File: config.mk
export PLATFORM = sky130hd
export DESIGN_NAME = rrb_remap
export DESIGN_NICKNAME = d
export VERILOG_FILES = /design/src/rtl/rrb_pkg.sv /design/src/rtl/rrb_xlate.sv /design/src/rtl/rrb_evt_arb.sv /design/src/rtl/rrb_base_ctrl.sv /design/src/rtl/rrb_remap.sv
export SDC_FILE = /design/constraint.sdc
export NUM_CORES = 1
export LEC_CHECK = 0
export ABC_AREA = 0
export BUFFER_PORTS_ARGS = -buffer_cell sky130_fd_sc_hd__buf_4
export CAP_MARGIN = 20
export CORE_MARGIN = 5
export CORE_UTILIZATION = 30
export DETAILED_ROUTE_END_ITERATION = 8
export GPL_ROUTABILITY_DRIVEN = 0
export GPL_TIMING_DRIVEN = 1
export PLACE_DENSITY = 0.58
export SLEW_MARGIN = 10
export SYNTH_ARGS = -nofsm -noshare
export SYNTH_HDL_FRONTEND = slang
export SYNTH_SLANG_ARGS = --single-unit
File: constraint.sdc
create_clock -name clk -period 16.8 [get_ports clk]
set_input_delay 5.04 -clock clk [delete_from_list [all_inputs] [get_ports clk]]
set_output_delay 5.04 -clock clk [all_outputs]
set_load 0.01 [all_outputs]
File: src/rtl/rrb_pkg.sv
// Shared definitions for the rotating register base remapper.
// Assumes: consumers size their own vectors from their parameters.
package rrb_pkg;
    // Base-update event chosen for a cycle, after priority resolution.
    typedef enum logic [1:0] {
        EV_NONE = 2'd0,
        EV_ROT  = 2'd1,
        EV_CALL = 2'd2,
        EV_RET  = 2'd3
    } rrb_event_e;
endpackage

File: src/rtl/rrb_xlate.sv
// Maps one architectural register number to a physical index.
// Assumes: ROT_FIRST + ROT_SIZE == ARCH_REGS and base < ROT_SIZE.
module rrb_xlate #(
    parameter int ARCH_REGS = 128,
    parameter int ROT_FIRST = 32,
    parameter int ROT_SIZE  = 96,
    localparam int IDX_W    = $clog2(ARCH_REGS),
    localparam int BASE_W   = $clog2(ROT_SIZE)
) (
    input  logic [BASE_W-1:0] base,
    input  logic [IDX_W-1:0]  arch_idx,
    output logic [IDX_W-1:0]  phys_idx
);
    localparam int SUM_W = IDX_W + 2;

    logic [SUM_W-1:0] offset;
    logic [SUM_W-1:0] wrapped;

    // Offset into the rotating window, add the base, and wrap once.
    always_comb begin
        offset  = SUM_W'(arch_idx) - SUM_W'(ROT_FIRST) + SUM_W'(base);
        wrapped = (offset >= SUM_W'(ROT_SIZE)) ? offset - SUM_W'(ROT_SIZE) : offset;
        if (arch_idx < IDX_W'(ROT_FIRST))
            phys_idx = arch_idx;
        else
            phys_idx = IDX_W'(wrapped + SUM_W'(ROT_FIRST));
    end
endmodule

File: src/rtl/rrb_evt_arb.sv
// Reduces the three event inputs to a single event, applying a fixed priority.
// Assumes: inputs are synchronous to the clock that consumes the result.
module rrb_evt_arb
    import rrb_pkg::*;
(
    input  logic       rotate,
    input  logic       call,
    input  logic       ret,
    output rrb_event_e evt
);
    // Priority: return over call over rotate.
    always_comb begin
        if (ret)         evt = EV_RET;
        else if (call)   evt = EV_CALL;
        else if (rotate) evt = EV_ROT;
        else             evt = EV_NONE;
    end
endmodule

File: src/rtl/rrb_base_ctrl.sv
// Holds the rotating base and a bounded stack of bases saved by calls.
// Assumes: DEPTH >= 2. A call on a full stack or a return on an empty one is dropped.
module rrb_base_ctrl
    import rrb_pkg::*;
#(
    parameter int ROT_SIZE  = 96,
    parameter int DEPTH     = 4,
    parameter int FRAME_W   = 7,
    localparam int BASE_W   = $clog2(ROT_SIZE),
    localparam int SP_W     = $clog2(DEPTH + 1),
    localparam int PTR_W    = $clog2(DEPTH)
) (
    input  logic               clk,
    input  logic               rst_n,
    input  rrb_event_e         evt,
    input  logic [FRAME_W-1:0] frame_size,
    output logic [BASE_W-1:0]  base_q,
    output logic [SP_W-1:0]    depth_q
);
    localparam int ADD_W = (BASE_W > FRAME_W ? BASE_W : FRAME_W) + 2;

    logic [BASE_W-1:0] saved [DEPTH];
    logic [ADD_W-1:0]  frame_red;
    logic [ADD_W-1:0]  call_sum;
    logic [BASE_W-1:0] call_base;
    logic [BASE_W-1:0] rot_base;
    logic              full;
    logic              empty;

    // Next-base candidates for the call and rotate events.
    always_comb begin
        frame_red = ADD_W'(frame_size);
        if (frame_red >= ADD_W'(ROT_SIZE))
            frame_red = frame_red - ADD_W'(ROT_SIZE);
        call_sum  = ADD_W'(base_q) + frame_red;
        if (call_sum >= ADD_W'(ROT_SIZE))
            call_sum = call_sum - ADD_W'(ROT_SIZE);
        call_base = BASE_W'(call_sum);
        rot_base  = (base_q == '0) ? BASE_W'(ROT_SIZE - 1) : base_q - BASE_W'(1);
        full      = (depth_q == SP_W'(DEPTH));
        empty     = (depth_q == '0);
    end

    // Base and stack-pointer update on the selected event.
    always_ff @(posedge clk) begin
        if (!rst_n) begin
            base_q  <= '0;
            depth_q <= '0;
        end else begin
            case (evt)
                EV_RET: if (!empty) begin
                    base_q  <= saved[PTR_W'(depth_q - SP_W'(1))];
                    depth_q <= depth_q - SP_W'(1);
                end
                EV_CALL: if (!full) begin
                    base_q  <= call_base;
                    depth_q <= depth_q + SP_W'(1);
                end
                EV_ROT:  base_q <= rot_base;
                default: ;
            endcase
        end
    end

    // Saved-base storage, written on an accepted call; it needs no reset.
    always_ff @(posedge clk) begin
        if (rst_n && evt == EV_CALL && !full)
            saved[PTR_W'(depth_q)] <= base_q;
    end
endmodule

File: src/rtl/rrb_remap.sv
// Top of the rotating register base remapper: per-port translators plus base control.
// Assumes: ROT_FIRST + ROT_SIZE == ARCH_REGS. Translation is purely combinational.
module rrb_remap
    import rrb_pkg::*;
#(
    parameter int ARCH_REGS   = 128,
    parameter int ROT_FIRST   = 32,
    parameter int ROT_SIZE    = 96,
    parameter int NUM_RD      = 3,
    parameter int NUM_WR      = 2,
    parameter int STACK_DEPTH = 4,
    parameter int FRAME_W     = 7,
    localparam int IDX_W      = $clog2(ARCH_REGS),
    localparam int BASE_W     = $clog2(ROT_SIZE),
    localparam int SP_W       = $clog2(STACK_DEPTH + 1)
) (
    input  logic                         clk,
    input  logic                         rst_n,
    input  logic [NUM_RD-1:0][IDX_W-1:0] rd_arch,
    output logic [NUM_RD-1:0][IDX_W-1:0] rd_phys,
    input  logic [NUM_WR-1:0][IDX_W-1:0] wr_arch,
    output logic [NUM_WR-1:0][IDX_W-1:0] wr_phys,
    input  logic                         rotate,
    input  logic                         call,
    input  logic                         ret,
    input  logic [FRAME_W-1:0]           frame_size
);
    rrb_event_e        evt;
    logic [BASE_W-1:0] base_q;
    logic [SP_W-1:0]   depth_q;

    rrb_evt_arb u_arb (
        .rotate (rotate),
        .call   (call),
        .ret    (ret),
        .evt    (evt)
    );

    rrb_base_ctrl #(
        .ROT_SIZE (ROT_SIZE),
        .DEPTH    (STACK_DEPTH),
        .FRAME_W  (FRAME_W)
    ) u_base (
        .clk        (clk),
        .rst_n      (rst_n),
        .evt        (evt),
        .frame_size (frame_size),
        .base_q     (base_q),
        .depth_q    (depth_q)
    );

    // One translator per read port.
    for (genvar i = 0; i < NUM_RD; i++) begin : g_rd
        rrb_xlate #(
            .ARCH_REGS (ARCH_REGS),
            .ROT_FIRST (ROT_FIRST),
            .ROT_SIZE  (ROT_SIZE)
        ) u_xl (
            .base     (base_q),
            .arch_idx (rd_arch[i]),
            .phys_idx (rd_phys[i])
        );
    end

    // One translator per write port.
    for (genvar j = 0; j < NUM_WR; j++) begin : g_wr
        rrb_xlate #(
            .ARCH_REGS (ARCH_REGS),
            .ROT_FIRST (ROT_FIRST),
            .ROT_SIZE  (ROT_SIZE)
        ) u_xl (
            .base     (base_q),
            .arch_idx (wr_arch[j]),
            .phys_idx (wr_phys[j])
        );
    end
endmodule

==> metrics.md, run 1 <==
| Metric | Value |
|---|---|
| Status | completed |
| EDFF count, synth | 28 |
| Die H | 135 µm |
| Post-synth top area cell | edfxtp_1 |
| DRC | 0 |
| Hold-fix buffers, CTS | 0 |
| CTS Root Cell | clkbuf_16 |
| Worst Hold Class | reg -> reg |
| # setup viols final | 0 |
| Crit Path Max Fanout | 3 |
| Num CTS Buffers | 5 |
| Hold Violations, Final | 0 |
| ANT nets after route | 0 |
| Finished Cell Area | 0.00562 mm² |
| CTS tree | done |
| Global routing's busiest layer | met2 |
| Via count of the first global-routing pass | 4205 |
| CP endpoint kind | output port |
| Netlist cell types | 65 |
| Slowest cell on the critical path | a2111oi_1 |
| Starting density of the core | 30.6% |
| Period Utilization, post-route | 79.9% |
| RSZ-0062 raised after global routing | false |
| CTS HTree Levels | 2 |
| Clock sinks | 38 |
| WL final | 11700 µm |
| Synth Flop Type | edfxtp_1 |
| CP Data Required Time | 11760 ps |
| # resized after CTS | 0 |
| Global Route met1 Usage | about 17% |
| Post-Syn Instances | 536 |
| Worst stage delay on the critical path | 550 ps |
| Synth top cells by count | ha_1 (65), inv_1 (52), nand2_1 (41) |
| Final net count | 733 |
| Worst vdd ir | 105 µV |
| Die span in x | 135 µm |
| M3 GR Usage | under 10% |
| Clock buffer depth | 2 |
| Initial antenna violation count | 0 |
| GRT overflow | 0 |
| DP Area | 0.00547 mm² |
| Max cap viols | 0 |
| Via count | between 4000 and 5000 |
| GRT Util Overall | 13.0% |
| Buffers on Ports | 81 |
| Row count | 45 |
| Most frequent cell after synthesis | ha_1 |
| DIE AREA | 0.0181 mm² |
| Total power after layout | ~930 µW |
| Critical path launch point type | input pin |
| Clk_skew | 6.00 ps |
| Vias/cell | 5.18 |
| Critical path type | in -> out |
| Critical Path AT | 8390 ps |
| IO Pins | 82 |
| Setup tns final | 0 ps |
| GR met2 Demand/Resource | 22.5% |
| Worst-Margin Slew | 696 ps |
| Core Footprint | 0.0152 mm² |
| Fill cell count | ~1500 |
| Mean routed wirelength per cell | about 15 µm |
| DRT iter0 DRCs | 166 |
| First-pass iteration count of the detailed router | 4 |
| Mapped Nets | 654 |
| Share of layout cells above drive strength 1 | 18.8% |
| Finished Layout Cells | 804 |
| Crit path cell chain | buf_4 -> ha_1 -> inv_1 -> fa_1 -> nor2b_1 -> o21a_1 -> o21ai_1 -> nor4b_1 -> a2111oi_1 -> inv_1 -> ha_1 -> nor3_1 -> a31oi_1 -> a21boi_0 -> mux2i_1 -> nor3_1 -> a221oi_1 -> buf_4 |
| Highest clock rate | about 74 MHz |
| Number of synthesized register bits | 38 |
| PwrDens | 166 mW/mm² |
| Largest net degree at the start of global routing | 18 |
| Min Tclk post-route | 13430 ps |
| Max-slew violation count | 0 |
| Top cell type's share of synthesized area | 18.1% |
| N_diodes | 0 |
| Clk pin slew, worst setup/hold paths | 50 ps |
| Avg Inst Size Synth | 8.68 µm² |
| WHS | about 570 ps |
| Post-synthesis cell area | 0.00465 mm² |
| Postcts setup bufs | 0 |
| First-pass GRT wire length | 19800 µm |
| Slew headroom | 53.5% |
| FFs w/ async S/R, synth | 0% |
| Post-synthesis sequential area ratio | 22.4% |
| Synth area leaders | edfxtp_1 (18%), ha_1 (17%), dfxtp_1 (4.3%) |
| Dpl cells | roughly 800 |
| Synth-to-layout area growth | 20.8% |
| Worst-Skew Late Latency | 280 ps |
| Final HPWL DP | 9230 µm |
| Leak Pwr | 2.44 nW |
| Synth warnings | 0 |
-- kinds of logic after synthesis --
group / Yosys count / share of synthesized area (%)
XOR/XNOR: 26 / 4.90
adder cells (fa/ha/maj): 71 / 20.1
AND/OR/NAND/NOR: 150 / 15.6
AO/OA/AOI/OAI: 158 / 23.4
multiplexers: 29 / 8.45
buffers and inverters: 64 / 5.19
flip-flops: 38 / 22.4
-- sequential cells by signal, indices dropped and copies added (netlist names) --
signal / count
u_base.base_q: 7
u_base.depth_q: 3
u_base.saved: 28
-- worst paths after layout --
path / from / end / slack [ps] / cells after the start
worst min-delay path: u_base.depth_q[1]$_SDFFE_PN0P_ / u_base.depth_q[1]$_SDFFE_PN0P_ / 570 / 2
worst min register to register: u_base.depth_q[1]$_SDFFE_PN0P_ / u_base.depth_q[1]$_SDFFE_PN0P_ / 570 / 2
worst max register to register: u_base.base_q[0]$_SDFFE_PN0P_ / u_base.base_q[5]$_SDFFE_PN0P_ / 13740 / 12
worst max-delay path: rd_arch[14] / rd_phys[20] / 3370 / 18
-- per-layer routing --
metal  routed length (µm)  share of wire, %
met1                 5560                47
met4                  109              0.93
met2                 5600                48
met5                    0                 0
met3                  452               3.9
-- worst max-delay path: cells and delay by family --
family,cells,cell delay (ps)
compound gates,6,1330
simple gates,4,550
mux,1,230
buf+inv,4,430
fa+ha+maj,3,810
-- power breakdown --
group          total [mW]  internal, mW  switching (mW)
Sequential          0.149         0.122          0.0272
Combinational       0.693         0.329           0.364
Clock              0.0925        0.0591          0.0334
Total               0.934         0.509           0.425
-- cell type report --
cell class | count | area, µm² | area share (%)
Multi-Input combinational cell | 434 | 3370 | 60.0
Sequential cell | 38 | 1040 | 18.5
Timing Repair Buffer | 84 | 631 | 11.2
Tap cell | 188 | 235 | 4.19
Inverter | 52 | 195 | 3.48
Clock buffer | 8 | 146 | 2.61
-- metrics by stage --
| stage | utilization (%) | setup slack (ps) |
|---|---|---|
| final | 36.9 | 3370 |
| after global routing | 36.9 | 3040 |
| after CTS | 36.9 | 3360 |
| after detailed placement | 36.0 | 3390 |
| after global placement | 36.0 | 3500 |
| after floorplan | - | 3890 |
-- cells in the final DEF (no fill, tap or decap), types with 6 or more instances in the layout --
cell	Yosys	routed
a211oi_1	12	12
a21o_1	8	8
a21oi_1	30	30
and2_1	6	6
buf_4	0	84
dfxtp_1	10	10
edfxtp_1	28	28
fa_1	6	6
ha_1	65	65
inv_1	52	52
mux2_2	12	12
mux2i_1	10	10
mux4_2	7	7
nand2_1	41	41
nand3_1	7	7
nor2_1	40	40
nor2b_1	9	9
nor3_1	19	19
o21a_1	12	12
o21ai_0	37	37
o21ai_1	6	6
or3_1	8	8
xnor2_1	15	15
xor2_1	11	11
Note: power is estimated with default switching activity, not from simulation.
==> run 2, diff against run 1 <==
Settings changed: PLACE_DENSITY 0.58 to 0.6.
Clock period 16.8 ns to 11.7 ns, I/O delays scaled along.
==> run 2 against run 1 <==
- global-route usage fell by 0.23 points
- flip-flop and latch count stayed put
- clock skew is 2.8 ps lower
- sequential share of layout area shrank 0.062 points
- total power increased by 46%
- routed wire length up 0.48%
- critical endpoint unchanged
- design area is 0.33% higher
- clock power rose by 68%
- via count grew 2.1%
==> metrics.md, run 2 (synthesized netlist as in run 1, its figures left out) <==
| Metric | Value |
|---|---|
| Status | completed |
| Buffers on Ports | 81 |
| DIE AREA | 0.0181 mm² |
| Crit Path Max Fanout | 3 |
| DRC | 0 |
| Hold-fix buffers, CTS | 0 |
| First-pass iteration count of the detailed router | 4 |
| Clk pin slew, worst setup/hold paths | 50 ps |
| Final net count | 732 |
| Internal power | 752 µW |
| Fill cell count | 1543 |
| Worst vdd ir | 114 µV |
| Share of layout cells above drive strength 1 | 18.9% |
| Slew headroom | 51.1% |
| Via count of the first global-routing pass | around 4300 |
| Leak Pwr | 2.45 nW |
| Hold Violations, Final | 0 |
| Final HPWL DP | 9490 µm |
| # resized after CTS | 0 |
| Commonest non-fill, non-tap cell in the layout | buf_4 |
| Setup tns final | 0 ps |
| Sw Share | 44.9% |
| DRT iter0 DRCs | 204 |
| Synth-to-layout area growth | 21.2% |
| PwrDens | 242 mW/mm² |
| Die H | 135 µm |
| GRT overflow | 0 |
| Core Footprint | 0.0152 mm² |
| ANT nets after route | 0 |
| GRT Util Overall | ~13% |
| Worst-Skew Late Latency | ~280 ps |
| Reg power frac | 16.1% |
| Leading registers by flop count | u_base.saved x28, u_base.base_q x7, u_base.depth_q x3 |
| Max-slew violation count | 0 |
| NetSw | 614 µW |
| Largest register FFs | 28 |
| Max cap viols | 0 |
| Largest net degree at the start of global routing | 18 |
| Reg with most FFs | u_base.saved |
| Highest clock rate | 96.0 MHz |
| Postcts setup bufs | 0 |
| Critical path type | in -> out |
| Min Tclk post-route | 10410 ps |
| CTS tree | done |
| Via count | 4255 |
| Initial antenna violation count | 0 |
| Critical Path AT | 6900 ps |
| Worst-Margin Slew | 732 ps |
| Mean routed wirelength per cell | 14.7 µm |
| N_diodes | 0 |
| Clock sinks | 38 |
| Row count | 45 |
| # setup viols final | 0 |
| Period Utilization, post-route | between 80 and 90% |
| CTS Root Cell | clkbuf_16 |
| CP endpoint kind | output port |
| First-pass GRT wire length | 19500 µm |
| Starting density of the core | 30.6% |
| Clock buffer depth | 2 |
| CTS HTree Levels | 2 |
| Multi-input logic area | 0.00337 mm² |
| Critical path launch point type | input pin |
| IO Pins | about 80 |
| WL final | 11800 µm |
| Comb pwr share | between 70 and 80% |
| Sequential cell area | 0.00104 mm² |
| Most frequent cells in the layout | buf_4 (83), ha_1 (65), inv_1 (52) |
| CP Data Required Time | 8190 ps |
| Die span in x | 135 µm |
| Worst Hold Class | reg -> reg |
| RSZ-0062 raised after global routing | false |
| Final core occ | 37.1% |
| Num CTS Buffers | 5 |
| Vias/cell | 5.30 |
| Clk pwr share | a little under an eighth |
| Clk_skew | approximately 3.2 ps |
-- run 2: cell types whose count changed in the layout (fill, tap and decap cells not counted), sizes merged --
cell,before,now
buf,84,83
bufinv,0,1
clkbuf,8,7
-- run 2: worst max-delay path, stage by stage --
cell and delay, ps:
buf_4 80, ha_1 190, inv_1 70, fa_1 410, nor2b_1 120, o21a_1 140
o21ai_1 100, nor4b_1 160, a2111oi_1 550, inv_1 110, ha_1 240, nor3_1 190
a31oi_1 100, a21boi_0 180, mux2i_1 230, nor3_1 70, a221oi_1 270, buf_4 180
-- run 2: path summary, 6_finish.rpt --
| check | start | endpoint | slack, ps | cells after the start |
|---|---|---|---|---|
| max reg2reg | u_base.base_q[1]$_SDFFE_PN0P_ | u_base.base_q[5]$_SDFFE_PN0P_ | 8520 | 11 |
| max | rd_arch[14] | rd_phys[20] | 1290 | 18 |
| min reg2reg | u_base.depth_q[1]$_SDFFE_PN0P_ | u_base.depth_q[1]$_SDFFE_PN0P_ | 580 | 2 |
| min | u_base.depth_q[1]$_SDFFE_PN0P_ | u_base.depth_q[1]$_SDFFE_PN0P_ | 580 | 2 |
-- run 2: power by group through the flow --
stage | clock network (mW) | logic (mW) | registers (mW)
after floorplan | 0 | 0.709 | 0.204
after global placement | 0 | 0.958 | 0.222
after detailed placement | 0 | 0.988 | 0.224
after CTS | 0.158 | 0.995 | 0.221
after global routing | 0.163 | 1.10 | 0.225
final | 0.155 | 0.991 | 0.220
-- run 2: layout make-up --
type	count	share of cell area [%]
repair buffers	83	11.1
clock buffers	7	2.53
clock inverters	1	0.533
inverters	52	3.46
well taps	188	4.17
flip-flops and latches	38	18.5
multi-input cells	434	59.8
-- run 2: metal layers --
metal / GRT usage (%) / part of all wire [%] / vias to the layer above
li1: - / - / 2151
met1: 16.2 / 46 / 2017
met2: 23.0 / 49 / 81
met3: 1.42 / 3.3 / 6
met4: 3.17 / 1.1 / 0
met5: 0 / 0 / -
-- run 2: metrics by stage --
| stage | setup WS [ps] | hold WS [ps] | area [µm²] | power [mW] | cells |
|---|---|---|---|---|---|
| floorplan | 1850 | 514 | 4650 | 0.913 | 536 |
| global placement | 1460 | 537 | 5460 | 1.18 | 795 |
| detailed placement | 1330 | 555 | 5460 | 1.21 | 795 |
| CTS | 1310 | 571 | 5640 | 1.37 | 803 |
| global route | 944 | 628 | 5640 | 1.49 | 803 |
| finish | 1290 | 584 | 5640 | 1.37 | 803 |
==> run 3, diff against run 2 <==
Settings changed: PLACE_DENSITY 0.6 to 0.54.
==> run 3 against run 2 <==
- clock skew is 0.84 ps higher
- design area increased by 0.64%
- first-iteration DRC count rose by 22%
- flip-flop and latch count stayed put
- sequential share of layout area shrank 0.12 points
- critical path type unchanged
==> metrics.md, run 3 (synthesized netlist as in run 1, its figures left out) <==
| Metric | Value |
|---|---|
| Status | completed |
| Highest metal used | met4 |
| Sw Share | 44.6% |
| Slew headroom | 52.4% |
| Levels on crit path | 18 |
| Period Utilization, post-route | between 80% and 90% |
| Max-slew violation count | 0 |
| Via count | 4202 |
| Largest register FFs | 28 |
| R2R depth | 12 |
| Die H | roughly 130 µm |
| CTS HTree Levels | 2 |
| Crit path cell chain | buf_4 -> ha_1 -> inv_1 -> fa_1 -> nor2b_1 -> o21a_1 -> o21ai_1 -> nor4b_1 -> a2111oi_1 -> inv_1 -> ha_1 -> nor3_1 -> a31oi_1 -> a21boi_0 -> mux2i_1 -> nor3_1 -> a221oi_1 -> buf_4 |
| Setup tns final | 0 ps |
| Row count | 45 |
| DRT iter0 DRCs | between 200 and 250 |
| Reg power frac | roughly 15% |
| PwrDens | 245 mW/mm² |
| Mean routed wirelength per cell | around 15 µm |
| RSZ-0062 raised after global routing | false |
| Synth-to-layout area growth | 22.0% |
| Hold Violations, Final | 0 |
| Buffers on Ports | 81 |
| Slowest cell on the critical path | a2111oi_1 |
| Worst-Skew Late Latency | 280 ps |
| Final HPWL DP | 9960 µm |
| Clk pwr share | 12.5% |
| Crit Path Max Fanout | 3 |
| Most frequent cells in the layout | buf_4 (85), ha_1 (65), inv_1 (52) |
| DIE AREA | 0.0181 mm² |
| WL final | 12300 µm |
| CP Data Required Time | 8190 ps |
| Max cap viols | 0 |
| # setup viols final | 0 |
| Commonest non-fill, non-tap cell in the layout | buf_4 |
| GRT overflow | 0 |
| Worst stage delay on the critical path | 510 ps |
| Min Tclk post-route | 10320 ps |
| Leak Pwr | 2.47 nW |
| Clk_skew | 4.01 ps |
| Dpl cells | 797 |
| Worst-Margin Slew | between 700 and 800 ps |
| Hold-fix buffers, CTS | 0 |
| Postcts setup bufs | 0 |
| Core Footprint | 0.0152 mm² |
| Internal power | ~770 µW |
| Worst vdd ir | 163 µV |
| NetSw | ~620 µW |
| CTS tree | done |
| Worst Hold Class | reg -> reg |
| Critical path launch point type | input pin |
| Finished Layout Cells | 805 |
| DRC | 0 |
| CP endpoint kind | output port |
| GRT Util Overall | approximately 14% |
| Metal3 WL | 478 µm |
| Highest clock rate | between 90 and 100 MHz |
| First-pass iteration count of the detailed router | 4 |
| Via count of the first global-routing pass | between 4000 and 5000 |
| First-pass GRT wire length | 20500 µm |
| Num CTS Buffers | 5 |
| # resized after CTS | 0 |
| Clk pin slew, worst setup/hold paths | 60 ps |
| N_diodes | 0 |
| Largest net degree at the start of global routing | 18 |
| Starting density of the core | 30.6% |
| Die span in x | roughly 130 µm |
| Buf/Inv on CP | 4 |
| Final core occ | 37.3% |
| WHS | 583 ps |
| Leading registers by flop count | u_base.saved x28, u_base.base_q x7, u_base.depth_q x3 |
| CTS Root Cell | clkbuf_16 |
| Initial antenna violation count | 0 |
| Clock buffer depth | 2 |
| Critical path type | in -> out |
| Comb pwr share | 72.4% |
| ANT nets after route | 0 |
| Vias/cell | 5.22 |
| Crit-path leading delay family | compound AO/OA/AOI/OAI gates |
| DR WL met2 | 5860 µm |
| Metal-1 WL | 5940 µm |
| Clock sinks | 38 |
| Worst hold stages | 2 |
| Share of layout cells above drive strength 1 | between 10% and 20% |
| Reg with most FFs | u_base.saved |
| IO Pins | 82 |
| Critical Path AT | 6810 ps |
| Final net count | 734 |
-- run 3: worst paths after layout --
kind                             startpoint                             end  slack (ps)
min reg2reg  u_base.depth_q[1]$_SDFFE_PN0P_  u_base.depth_q[1]$_SDFFE_PN0P_         580
max                             rd_arch[14]                     rd_phys[20]        1380
min          u_base.depth_q[1]$_SDFFE_PN0P_  u_base.depth_q[1]$_SDFFE_PN0P_         580
max reg2reg   u_base.base_q[0]$_SDFFE_PN0P_   u_base.base_q[5]$_SDFFE_PN0P_        8650
-- run 3: power by group through the flow --
stage                     sequential (mW)  clock, mW  combinational, mW
after floorplan                     0.204          0              0.709
after global placement              0.214          0              0.985
after detailed placement            0.214          0               1.01
after CTS                           0.212      0.176               1.01
after global routing                0.216      0.185               1.13
final                               0.211      0.173               1.01
-- run 3: layout make-up --
class	count	area, µm²
fill	1569	9530
multi-input combinational	434	3370
sequential	38	1040
timing repair buffer	85	638
tap	188	235
inverter	52	195
clock buffer	5	125
clock inverter	3	68.8
-- run 3: stage by stage --
| stage | setup slack (ps) | area, µm² | total power, mW |
|---|---|---|---|
| floorplan | 1850 | 4650 | 0.913 |
| global placement | 1460 | 5480 | 1.20 |
| detailed placement | 1370 | 5480 | 1.22 |
| CTS | 1350 | 5670 | 1.40 |
| global route | 990 | 5670 | 1.53 |
| finish | 1380 | 5670 | 1.39 |
-- run 3: worst min-delay path: cells and delay by family, from the launching register on --
family        cells  cell delay (ps)
simple gates      1               50
mux               1              150
flops             1              340
-- run 3: metal layers --
layer	up-vias	track usage [%]
li1	2160	-
met1	1963	19.1
met2	69	22.9
met3	10	1.94
met4	0	1.53
met5	-	0
